--- config.mk ---
export PLATFORM = sky130hd
export DESIGN_NAME = card_host_regs
export DESIGN_NICKNAME = d
export VERILOG_FILES = /design/src/rtl/card_host_regs.sv
export SDC_FILE = /design/constraint.sdc
export NUM_CORES = 1
export LEC_CHECK = 0
export BUFFER_PORTS_ARGS = -buffer_cell sky130_fd_sc_hd__buf_2
export CAP_MARGIN = 0
export CORE_MARGIN = 2
export CORE_UTILIZATION = 50
export DETAILED_ROUTE_END_ITERATION = 8
export MAX_ROUTING_LAYER = met4
export PLACE_DENSITY = 0.76
export SLEW_MARGIN = 10
export SYNTH_ARGS = -nofsm -noshare
export SYNTH_HDL_FRONTEND = slang
export SYNTH_SLANG_ARGS = --single-unit
--- constraint.sdc ---
create_clock -name clk -period 4.9 [get_ports clk]
set_input_delay 0.98 -clock clk [delete_from_list [all_inputs] [get_ports clk]]
set_output_delay 0.98 -clock clk [all_outputs]
set_load 0.05 [all_outputs]
--- src/rtl/card_host_regs.sv ---
module card_host_regs #(
  parameter int ADDR_W = 12,
  parameter int CNT_W = 16,
  parameter int STAT_W = 24,
  parameter logic [63:0] ID_BYTES = 64'h0D_F0_05_B1_2A_1E_14_00
) (
  input  logic              clk,
  input  logic              rst_n,
  input  logic              bus_sel,
  input  logic              bus_wr,
  input  logic [ADDR_W-1:0] bus_addr,
  input  logic [31:0]       bus_wdata,
  output logic [31:0]       bus_rdata,
  output logic              cmd_start,
  output logic [5:0]        cmd_index,
  output logic              cmd_resp,
  output logic              cmd_long,
  output logic [31:0]       cmd_arg,
  output logic [7:0]        data_ctrl,
  output logic [7:0]        pwr_ctrl,
  input  logic [STAT_W-1:0] stat_set,
  input  logic              byte_done,
  input  logic              fifo_empty,
  input  logic [31:0]       fifo_rdata,
  output logic              fifo_pop,
  output logic              fifo_push,
  output logic [31:0]       fifo_wdata,
  output logic              data_hold,
  output logic [1:0]        irq
);
  localparam int WCNT_W = CNT_W - 1;

  logic [10:0]       cmd_q;
  logic [CNT_W-1:0]  len_q, cnt_q;
  logic [STAT_W-1:0] stat_q, mask0_q, mask1_q;
  logic [CNT_W:0]    words;

  wire wr_en = bus_sel & bus_wr;
  wire rd_en = bus_sel & ~bus_wr;
  wire in_fifo = bus_addr[ADDR_W-1:6] == (ADDR_W-6)'(2);
  wire in_id = bus_addr[ADDR_W-1:5] == {(ADDR_W-5){1'b1}};
  wire hit_stat = bus_addr == ADDR_W'('h34);
  wire hit_wcnt = bus_addr == ADDR_W'('h48);
  wire hit_dctl = bus_addr == ADDR_W'('h2C);
  wire hit_clr = bus_addr == ADDR_W'('h38);

  assign words = ({1'b0, cnt_q} + (CNT_W+1)'(3)) >> 2;
  assign fifo_pop = rd_en & in_fifo & ~fifo_empty;
  assign fifo_push = wr_en & in_fifo & (cnt_q != '0);
  assign fifo_wdata = bus_wdata;
  assign cmd_index = cmd_q[5:0];
  assign cmd_resp = cmd_q[6];
  assign cmd_long = cmd_q[7];

  always_ff @(posedge clk or negedge rst_n) begin
    if (!rst_n) begin
      pwr_ctrl <= '0;
      cmd_arg <= '0;
      cmd_q <= '0;
      len_q <= '0;
      data_ctrl <= '0;
      mask0_q <= '0;
      mask1_q <= '0;
      cmd_start <= 1'b0;
    end else begin
      cmd_start <= 1'b0;
      if (wr_en) begin
        case (bus_addr)
          ADDR_W'('h00): pwr_ctrl <= bus_wdata[7:0];
          ADDR_W'('h08): cmd_arg <= bus_wdata;
          ADDR_W'('h0C): begin
            cmd_q <= bus_wdata[10:0];
            cmd_start <= bus_wdata[10];
          end
          ADDR_W'('h28): len_q <= bus_wdata[CNT_W-1:0];
          ADDR_W'('h2C): data_ctrl <= bus_wdata[7:0];
          ADDR_W'('h3C): mask0_q <= bus_wdata[STAT_W-1:0];
          ADDR_W'('h40): mask1_q <= bus_wdata[STAT_W-1:0];
          default: ;
        endcase
      end
    end
  end

  always_ff @(posedge clk or negedge rst_n) begin
    if (!rst_n) begin
      cnt_q <= '0;
      stat_q <= '0;
      data_hold <= 1'b0;
      irq <= '0;
    end else begin
      if (wr_en && hit_dctl && bus_wdata[0]) cnt_q <= len_q;
      else if (byte_done && cnt_q != '0) cnt_q <= cnt_q - 1'b1;
      if (wr_en && hit_clr) stat_q <= (stat_q & ~bus_wdata[STAT_W-1:0]) | stat_set;
      else stat_q <= stat_q | stat_set;
      if (fifo_pop) data_hold <= 1'b1;
      else if (rd_en && (hit_stat || hit_wcnt)) data_hold <= 1'b0;
      irq <= {|(stat_q & mask1_q), |(stat_q & mask0_q)};
    end
  end

  always_comb begin
    bus_rdata = '0;
    if (in_fifo) bus_rdata = fifo_empty ? 32'd0 : fifo_rdata;
    else if (in_id) bus_rdata = 32'(ID_BYTES[8*bus_addr[4:2] +: 8]);
    else begin
      case (bus_addr)
        ADDR_W'('h00): bus_rdata = 32'(pwr_ctrl);
        ADDR_W'('h08): bus_rdata = cmd_arg;
        ADDR_W'('h0C): bus_rdata = 32'(cmd_q);
        ADDR_W'('h28): bus_rdata = 32'(len_q);
        ADDR_W'('h2C): bus_rdata = 32'(data_ctrl);
        ADDR_W'('h30): bus_rdata = 32'(cnt_q);
        ADDR_W'('h34): bus_rdata = 32'(stat_q);
        ADDR_W'('h3C): bus_rdata = 32'(mask0_q);
        ADDR_W'('h40): bus_rdata = 32'(mask1_q);
        ADDR_W'('h48): bus_rdata = 32'(words[WCNT_W:0]);
        default: bus_rdata = '0;
      endcase
    end
  end

  a_r7_irq0_follows: assert property (@(posedge clk) disable iff (!rst_n)
    (|(stat_q & mask0_q)) |=> irq[0]);
  a_r7_irq1_drops: assert property (@(posedge clk) disable iff (!rst_n)
    !(|(stat_q & mask1_q)) |=> !irq[1]);
  a_r8_pop_sets_hold: assert property (@(posedge clk) disable iff (!rst_n)
    fifo_pop |=> data_hold);
  a_r8_no_pop_empty: assert property (@(posedge clk) disable iff (!rst_n)
    fifo_empty |-> !fifo_pop);
  a_r9_no_push_idle: assert property (@(posedge clk) disable iff (!rst_n)
    (cnt_q == '0) |-> !fifo_push);
  a_r10_stat_read_releases: assert property (@(posedge clk) disable iff (!rst_n)
    (rd_en && hit_stat) |=> !data_hold);
  a_r4_count_never_rises: assert property (@(posedge clk) disable iff (!rst_n)
    !(wr_en && hit_dctl && bus_wdata[0]) |=> cnt_q <= $past(cnt_q));
  a_r6_status_sticky: assert property (@(posedge clk) disable iff (!rst_n)
    !(wr_en && hit_clr) |=> (stat_q & $past(stat_q)) == $past(stat_q));
  a_r3_start_single: assert property (@(posedge clk) disable iff (!rst_n)
    cmd_start |=> !cmd_start);
endmodule

After elaboration in Yosys (flattened, before gate mapping)
Index checks and enable logic that the tools add are counted.
Widths: inputs -> output; s select.
{"block": "word_totals", "memories": 0, "out_inout_bits": 126, "mem_bits_ro": 0, "reg_bits": 167, "in_bits": 106, "ramBits": 0, "elab_cells": 71, "latchBits": 0}
{"block": "classes", "shift": 1, "multipliers": 0, "bitwise_logic": 14, "eq_ne": 12, "muxes": 11, "div_mod_pow": 0, "addsub": 2, "reduce_logical": 19, "order_cmp": 0}
{"operator": "$pmux 32 s10", "count": 1}
{"operator": "$mux 32", "count": 3}
{"operator": "$and 24x24->24", "count": 3}
{"operator": "$eq 12x6->1 const B", "count": 6}
{"operator": "$shiftx 64x7->8 const A", "count": 1}
{"operator": "$or 24x24->24", "count": 2}
{"operator": "$reduce_or 24->1", "count": 2}
{"operator": "$mux 16", "count": 2}
{"operator": "$eq 12x4->1 const B", "count": 2}
{"operator": "$eq 12x7->1 const B", "count": 2}
{"operator": "$mux 24", "count": 1}
{"operator": "$not 24->24", "count": 1}
{"operator": "$add 16x2->17 const B", "count": 1}
{"operator": "$reduce_bool 16->1", "count": 1}
{"operator": "$sub 16x1->16 const B", "count": 1}
{"operator": "$reduce_and 2->1", "count": 7}
{"operator": "$logic_not 12->1", "count": 1}
{"operator": "$eq 7x7->1 const B", "count": 1}
{"operator": "$and 1x1->1", "count": 6}
{"operator": "$eq 6x2->1 const B", "count": 1}
{"operator": "$logic_and 1x1->1", "count": 5}
{"operator": "$mux 1", "count": 4}
{"operator": "$reduce_bool 2->1", "count": 2}
{"operator": "$not 1->1", "count": 2}
{"operator": "$logic_or 1x1->1", "count": 1}

Depth between registers and ports, before layout
Gate-level depths: netlist of the first run.
{"block": "depth", "word_depth": 5, "mapped_depth": 8, "ltp_nobuf": 7}

Worst setup path before layout of the first run
Ideal clock, no wire load.
{"block": "synth_path", "path_kind": "input-to-output", "start": "input port bus_addr[6]", "end": "output port bus_rdata[11]", "arrival_time_ns": 3.142, "path_slack_ns": 0.778, "required_time_ns": 3.920, "cell_stages": 5, "n_path_buf": 2, "path_cell_list": "buf_1 nor4b_1 nand3_1 clkbuf_1 o21ai_0"}
{"block": "synth_between", "elab_chain_len": 4, "elab_cells_between_ends": 15, "classes_between": "eq/ne: 11; mux: 3; reduce/logical: 1"}
{"element": "start, declared", "line_no": "11", "rtl": "input logic [ADDR_W-1:0] bus_addr,"}
{"element": "$eq 12x7->1 (tied with other cells)", "line_no": "107", "rtl": "case (bus_addr)"}
{"element": "$pmux 32 s10", "line_no": "107"}
{"element": "$mux 32", "line_no": "105", "rtl": "else if (in_id) bus_rdata = 32'(ID_BYTES[8*bus_addr[4:2] +: 8]);"}
{"element": "$mux 32 (*)", "line_no": "104", "rtl": "if (in_fifo) bus_rdata = fifo_empty ? 32'd0 : fifo_rdata;"}
{"element": "end, declared", "line_no": "13", "rtl": "output logic [31:0] bus_rdata,"}
Every way passes the cells marked *; elsewhere a longest branch is shown, timed or not.

Worst setup path in the final report of the first run
{"block": "layout_path", "start": "input port bus_addr[9]", "end": "output port bus_rdata[5]"}
The elaborated chain is that of the path after synthesis.

==> metrics.yaml, run 1 <==
syn_nets: 945
ys_seq_area_share_pct: 46.0
dp_hpwl_um: 22300
io_buffer_count: 231
yosys_warnings: 0
synth.area.top_cells: "dfrtp_1 46%, mux2_2 12%, a22oi_1 4.9%"
place_congestion: 1.01
hold-worst-slack_ns: 0.460
cts_tree: "built"
core_mm2: 0.0179
cts-root-buf: "clkbuf_16"
vias: 8005
met3_usage_pct: 5.35
critical_path_class: "in -> out"
hold_viol_final: 0
grt_util_met1_pct: 44.6
post_cts_resized: 0
syn_area_mm2: 0.00908
cts_buffer_depth: 2
worstPathArrival_ns: 3.32
grt_pass1_vias: 7872
clkLatencyLatePin_ns: 0.43
final_util_pct: 59.9
die_w_um: 139
numCtsBuffers: 17
antenna_found_initial: 0
static-leakage-power_nw: 5.25
grt_overflow: 0
slew_headroom_pct: 40.1
synth_top_area_share_pct: 46.0
synth.distinct_cells: 67
finalClockSkew_ns: 0.00601
drc: 0
vias_per_cell: 6.41
cp-start-kind: "primary input"
min_period_ns: 4.30
initial_utilization_pct: 50.7
first_iter_violations: 974
postCtsHoldBufs: 0
setup_viol: 0
num_rows: 49
synth_common_cells: "167 x dfrtp_1, 100 x mux2_2, 59 x a22oi_1"
max_slew.worst_pin.slew_ns: 0.890
crit_required_ns: 3.92
synth_most_common_cell: "dfrtp_1"
max_freq_mhz: 233
post_drt_wl_per_cell_um: 24.5
cts_sinks: 167
synth-seq-cells: 167
drtPass1Iterations: 6
cts_max_level: 4
synth_edf_count: 0
crit_path_start: "bus_addr[9]"
hp-class: "in -> async"
grt_pass1_wl_um: 47000
synthFlopType: "dfrtp_1"
setup_tns_ns: 0
critical_path.endpoint_type: "output port"
cap_violations: 0
num_antenna_cells: 0
drt_wl_total_um: 30700
cts_setup_buffers: 0
syn_to_final_growth_pct: 18.1
power_density_mw_per_mm2: 333
grt-busiest-layer: "met2"
use_met2_pct: 49.1
clkTransAtPathRegs_ns: 0.06
path_max_fanout: 11
drive_gt1_share_pct: 38.7
synthCells: 833
vdd_drop_max_mv: 0.271
status: "finished clean"
rsz0062_at_grt: "false"
async_flop_share_pct: 100
fillers: 1556
syn_avg_cell_area_um2: 10.9
grt_max_degree: 125
yosys.area.top_type: "dfrtp_1"
nets: 1120
r2r-start: "cnt_q[10]"
grt_use_total_pct: 32.6
die_area_mm2: 0.0193
die_h_um: 139
pin_count: 232
slew_violations: 0
ant_nets: 0
min_period_over_period_pct: 87.8
[critical path: stages]
cell,delay [ns]
buf_2,0.12
nor4_2,0.64
nand3_1,0.59
inv_1,0.42
a221o_1,0.20
or3_1,0.11
buf_2,0.26
[metal layers]
layer | wire length, um | vias to the layer above
met1 | 12700 | 3976
li1 | - | 3462
met5 | 0 | -
met4 | 1160 | 0
met2 | 14200 | 489
met3 | 2690 | 78
[stage by stage]
stage | total power [mW] | worst slack (ns) | std cells | instance area (um2)
finish | 3.57 | 0.600 | 1249 | 10700
global route | 3.71 | 0.423 | 1249 | 10700
CTS | 3.57 | 0.656 | 1249 | 10700
detailed placement | 2.24 | 0.663 | 1218 | 10100
global placement | 2.25 | 0.658 | 1218 | 10100
floorplan | 2.02 | 0.778 | 833 | 9080
[power breakdown]
| part | leakage (nW) | switching, mW | internal, mW |
|---|---|---|---|
| Clock | 0.275 | 0.580 | 0.756 |
| Sequential | 2.19 | 0.207 | 1.44 |
| Combinational | 2.79 | 0.354 | 0.234 |
[logic make-up (layout without fill, tap and decap cells)]
family	Yosys count	after routing	synth area share, %
flops	167	167	46.0
simple gates	203	203	12.1
fa+ha+maj	6	6	0.827
mux	126	126	15.6
compound gates	203	203	16.7
buf+inv	104	291	6.42
xor+xnor	24	24	2.32
[state kept, by name, indices dropped and copies added, names as in the netlist]
register	cells
pwr_ctrl	8
mask1_q	24
cmd_arg	32
data_hold	1
mask0_q	24
cmd_q	11
cmd_start	1
cnt_q	16
len_q	16
data_ctrl	8
stat_q	24
irq	2
[cell type report]
cell class                      count  area, um2  area share [%]
Clock buffer                       18        429            4.00
Inverter                           11       41.3           0.385
Clock inverter                     13        148            1.38
Timing Repair Buffer              249       1310            12.2
Multi-Input combinational cell    562       4330            40.4
Tap cell                          229        287            2.67
Sequential cell                   167       4180            39.0
[placed cells by master (no fill, tap or decap), drive strengths merged, types with 5 or more instances in the layout]
master  count
buf       249
dfrtp     167
mux2      123
a22oi      59
nand2      52
nor2       45
a21oi      27
a21o       26
nand3      25
xnor2      21
a22o       20
clkbuf     18
inv        16
a221oi     15
nor3       15
nand4      11
nor4       11
a222oi      9
o22ai       9
o211ai      8
or4         7
o21ai       6
ha          6
nor3b       5
and2        5
[final timing paths]
path	slack [ns]	to	depth (start not counted)
setup / recovery	0.60	bus_rdata[5]	7
hold / removal	0.46	pwr_ctrl[3]	1
setup reg to reg	2.26	cnt_q[9]	5
hold reg to reg	0.49	data_hold	1
max in group asynchronous	3.42	mask1_q[14]	2
min in group clk	0.49	data_hold	1
(Power assumes the default switching activity.)
==> run 2: changes to the inputs <==
Settings changed: ABC_AREA set to 1, PLACE_DENSITY 0.76 to 0.84.
==> run 2 against run 1 <==
Against the previous run:
- via count up 25%
- hold slack gained 0.027 ns
- count of clock-buffer cells in the layout is 1 higher
- synthesized cell count grew 61%
- first-iteration DRC count increased by 8.4%
- synthesized area rose by 6.7%
- critical path depth is 2 higher
==> metrics.yaml, run 2 <==
status: "finished clean"  # unchanged
synthSimpleGateAreaFrac_pct: 32.1  # was 12.1%
vias: 9977  # was 8005
min_period_ns: 4.14  # was 4.30 ns
cts_setup_buffers: 0  # unchanged
final_cell_mix: "394 x nand2_1, 230 x buf_2, 168 x nand3_1, 167 x dfrtp_1, 117 x inv_1"  # was 230 x buf_2, 167 x dfrtp_1, 100 x mux2_2, 59 x a22oi_1, 49 x nand2_1
clkTransAtPathRegs_ns: 0.07  # was 0.06 ns
synth_common_cells: "395 x nand2_1, 168 x nand3_1, 167 x dfrtp_1"  # was 167 x dfrtp_1, 100 x mux2_2, 59 x a22oi_1
power_density_mw_per_mm2: 314  # was 333 mW/mm2
cts_max_level: 4  # unchanged
nets: 1624  # was 1120
max_slew.worst_pin.slew_ns: 1.12  # was 0.890 ns
post_cts_resized: 0  # unchanged
pin_count: 232  # unchanged
drive_gt1_share_pct: 20.7  # was 38.7%
critical_path.endpoint_type: "output port"  # unchanged
yosys.area.top_type: "dfrtp_1"  # unchanged
hp-class: "reg -> reg"  # was in -> async
synth_most_common_cell: "nand2_1"  # was dfrtp_1
max_freq_mhz: 242  # was 233 MHz
die_h_um: 143  # was 139 um
initial_utilization_pct: 51.4  # was 50.7%
die_w_um: 143  # was 139 um
setup_viol: 0  # unchanged
cap_violations: 0  # unchanged
synth.distinct_cells: 34  # was 67
synth.area.top_cells: "dfrtp_1 43%, nand2_1 15%, nand3_1 8.7%"  # was dfrtp_1 46%, mux2_2 12%, a22oi_1 4.9%
ant_nets: 0  # unchanged
final_common_cell: "nand2_1"  # was buf_2
syn_to_final_growth_pct: 16.2  # was 18.1%
cts_tree: "built"  # unchanged
synth_edf_count: 0  # unchanged
io_buffer_count: 231  # unchanged
synthCells: 1342  # was 833
vdd_drop_max_mv: 0.290  # was 0.271 mV
drc: 0  # unchanged
synth-compound-area-share_pct: 11.9  # was 16.7%
critical_path_class: "in -> out"  # unchanged
cts_buffer_depth: 2  # unchanged
cts_sinks: 167  # unchanged
drtPass1Iterations: 6  # unchanged
cts-root-buf: "clkbuf_16"  # unchanged
slowest_stage: "nand2_1"  # was nor4_2
async_flop_share_pct: 100  # unchanged
postCtsHoldBufs: 0  # unchanged
critPathMaxStageDelay_ns: 0.50  # was 0.64 ns
synth_top_family_by_area: "simple AND/OR/NAND/NOR gates"  # was compound AO/OA/AOI/OAI gates
grt_pass1_wl_um: 51000  # was 47000 um
finalClockSkew_ns: 0.00861  # was 0.00601 ns
drt_wl_total_um: 33400  # was 30700 um
synth.area.mux_share_pct: 0  # was 15.6%
static-leakage-power_nw: 6.01  # was 5.25 nW
min_period_over_period_pct: 84.4  # was 87.8%
clkLatencyLatePin_ns: 0.44  # was 0.43 ns
first_iter_violations: 1056  # was 974
finalInstanceArea_mm2: 0.0113  # was 0.0107 mm2
dp_slack_ns: 0.881  # was 0.663 ns
worstPathArrival_ns: 3.16  # was 3.32 ns
yosys.area_share.xor_xnor_pct: 0.723  # was 2.32%
ys_seq_area_share_pct: 43.1  # was 46.0%
grt_pass1_vias: 9227  # was 7872
syn_avg_cell_area_um2: 7.22  # was 10.9 um2
hold_viol_final: 0  # unchanged
vias_per_cell: 5.59  # was 6.41
dpl-instance-area_mm2: 0.0107  # was 0.0101 mm2
synth-seq-cells: 167  # unchanged
antenna_found_initial: 0  # unchanged
post_drt_wl_per_cell_um: 18.7  # was 24.5 um
worst_slack_ns: 0.764  # was 0.600 ns
fillers: 1768  # was 1556
die_area_mm2: 0.0205  # was 0.0193 mm2
num_rows: 50  # was 49
rsz0062_at_grt: "false"  # unchanged
syn_nets: 1454  # was 945
core_mm2: 0.0188  # was 0.0179 mm2
crit_required_ns: 3.92  # about the same
grt_overflow: 0  # unchanged
cp-start-kind: "primary input"  # unchanged
numCtsBuffers: 17  # unchanged
grt_use_total_pct: 33.6  # was 32.6%
path_max_fanout: 17  # was 11
top_register: "cmd_arg"  # unchanged
place_congestion: 1.01  # about the same
synthFlopType: "dfrtp_1"  # unchanged
largest_register_ff_count: 32  # unchanged
syn_area_mm2: 0.00969  # was 0.00908 mm2
grt_max_degree: 106  # was 125
synth_top_area_share_pct: 43.1  # was 46.0%
yosys_warnings: 0  # unchanged
slew_headroom_pct: 24.9  # was 40.1%
slew_violations: 0  # unchanged
synthAdderAreaFrac_pct: 0.775  # was 0.827%
setup_tns_ns: 0  # unchanged
dp_hpwl_um: 24500  # was 22300 um
cp_cell_sequence: "buf_2 -> ha_1 -> nand2_1 -> nor2_4 -> nand2_1 -> o21ai_0 -> nor2_1 -> nand4_1 -> buf_2"  # was buf_2 -> nor4_2 -> nand3_1 -> inv_1 -> a221o_1 -> or3_1 -> buf_2
[run 2: cell type report]
class                   instances  area, um2  share of cell area (%)
well taps                     260        325                    2.89
clock buffers                  19        453                    4.02
repair buffers                245       1280                    11.4
flip-flops and latches        167       4180                    37.1
diodes                          1       2.50                  0.0222
inverters                     130        492                    4.37
multi-input cells             951       4420                    39.2
clock inverters                13        114                    1.01
[run 2: routing by layer]
| metal | vias to the layer above | wire, um | global-route usage [%] |
|---|---|---|---|
| met5 | - | 0 | - |
| met3 | 68 | 2840 | 7.18 |
| met2 | 525 | 15400 | 49.8 |
| met4 | 0 | 856 | 10.2 |
| li1 | 4666 | - | - |
| met1 | 4718 | 14300 | 46.5 |
[run 2: path summary, 6_finish.rpt]
check	start	to	slack, ns	depth (start not counted)
max	bus_addr[2]	bus_rdata[7]	0.76	9
min	mask1_q[23]	mask1_q[23]	0.49	2
max reg2reg	cnt_q[0]	cnt_q[9]	2.64	10
min reg2reg	mask1_q[23]	mask1_q[23]	0.49	2
max in group asynchronous	rst_n	mask0_q[15]	3.39	2
min in group asynchronous	rst_n	cmd_arg[12]	0.62	1
[run 2: logic make-up after synthesis]
logic type / Yosys count
AOI/OAI and AO/OA: 213
xor gates and xnor gates: 8
adders and majority gates: 6
buffers and inverters: 224
DFF: 167
and+or+nand+nor: 724
[run 2: power by group]
part           internal, mW  total [mW]  switching [mW]
Combinational         0.196       0.663           0.468
Clock                 0.692        1.31           0.620
Sequential             1.44        1.56           0.127
[run 2: worst max-delay path, delay by kind of cell]
family | cells | cell delay (ns)
AND/OR/NAND/NOR | 5 | 1.21
AO/OA/AOI/OAI | 1 | 0.35
buffers and inverters | 2 | 0.39
adder cells (fa/ha/maj) | 1 | 0.21
[run 2: stage by stage]
step | std cells | util (%) | power [mW] | hold slack (ns)
3_5_place_dp | 1753 | 56.8 | 2.23 | 0.472
2_1_floorplan | 1342 | - | 2.01 | 0.453
4_1_cts | 1785 | 59.8 | 3.52 | 0.489
3_3_place_gp | 1753 | 56.8 | 2.23 | 0.453
6_report | 1786 | 59.8 | 3.54 | 0.487
5_1_grt | 1785 | 59.8 | 3.67 | 0.514
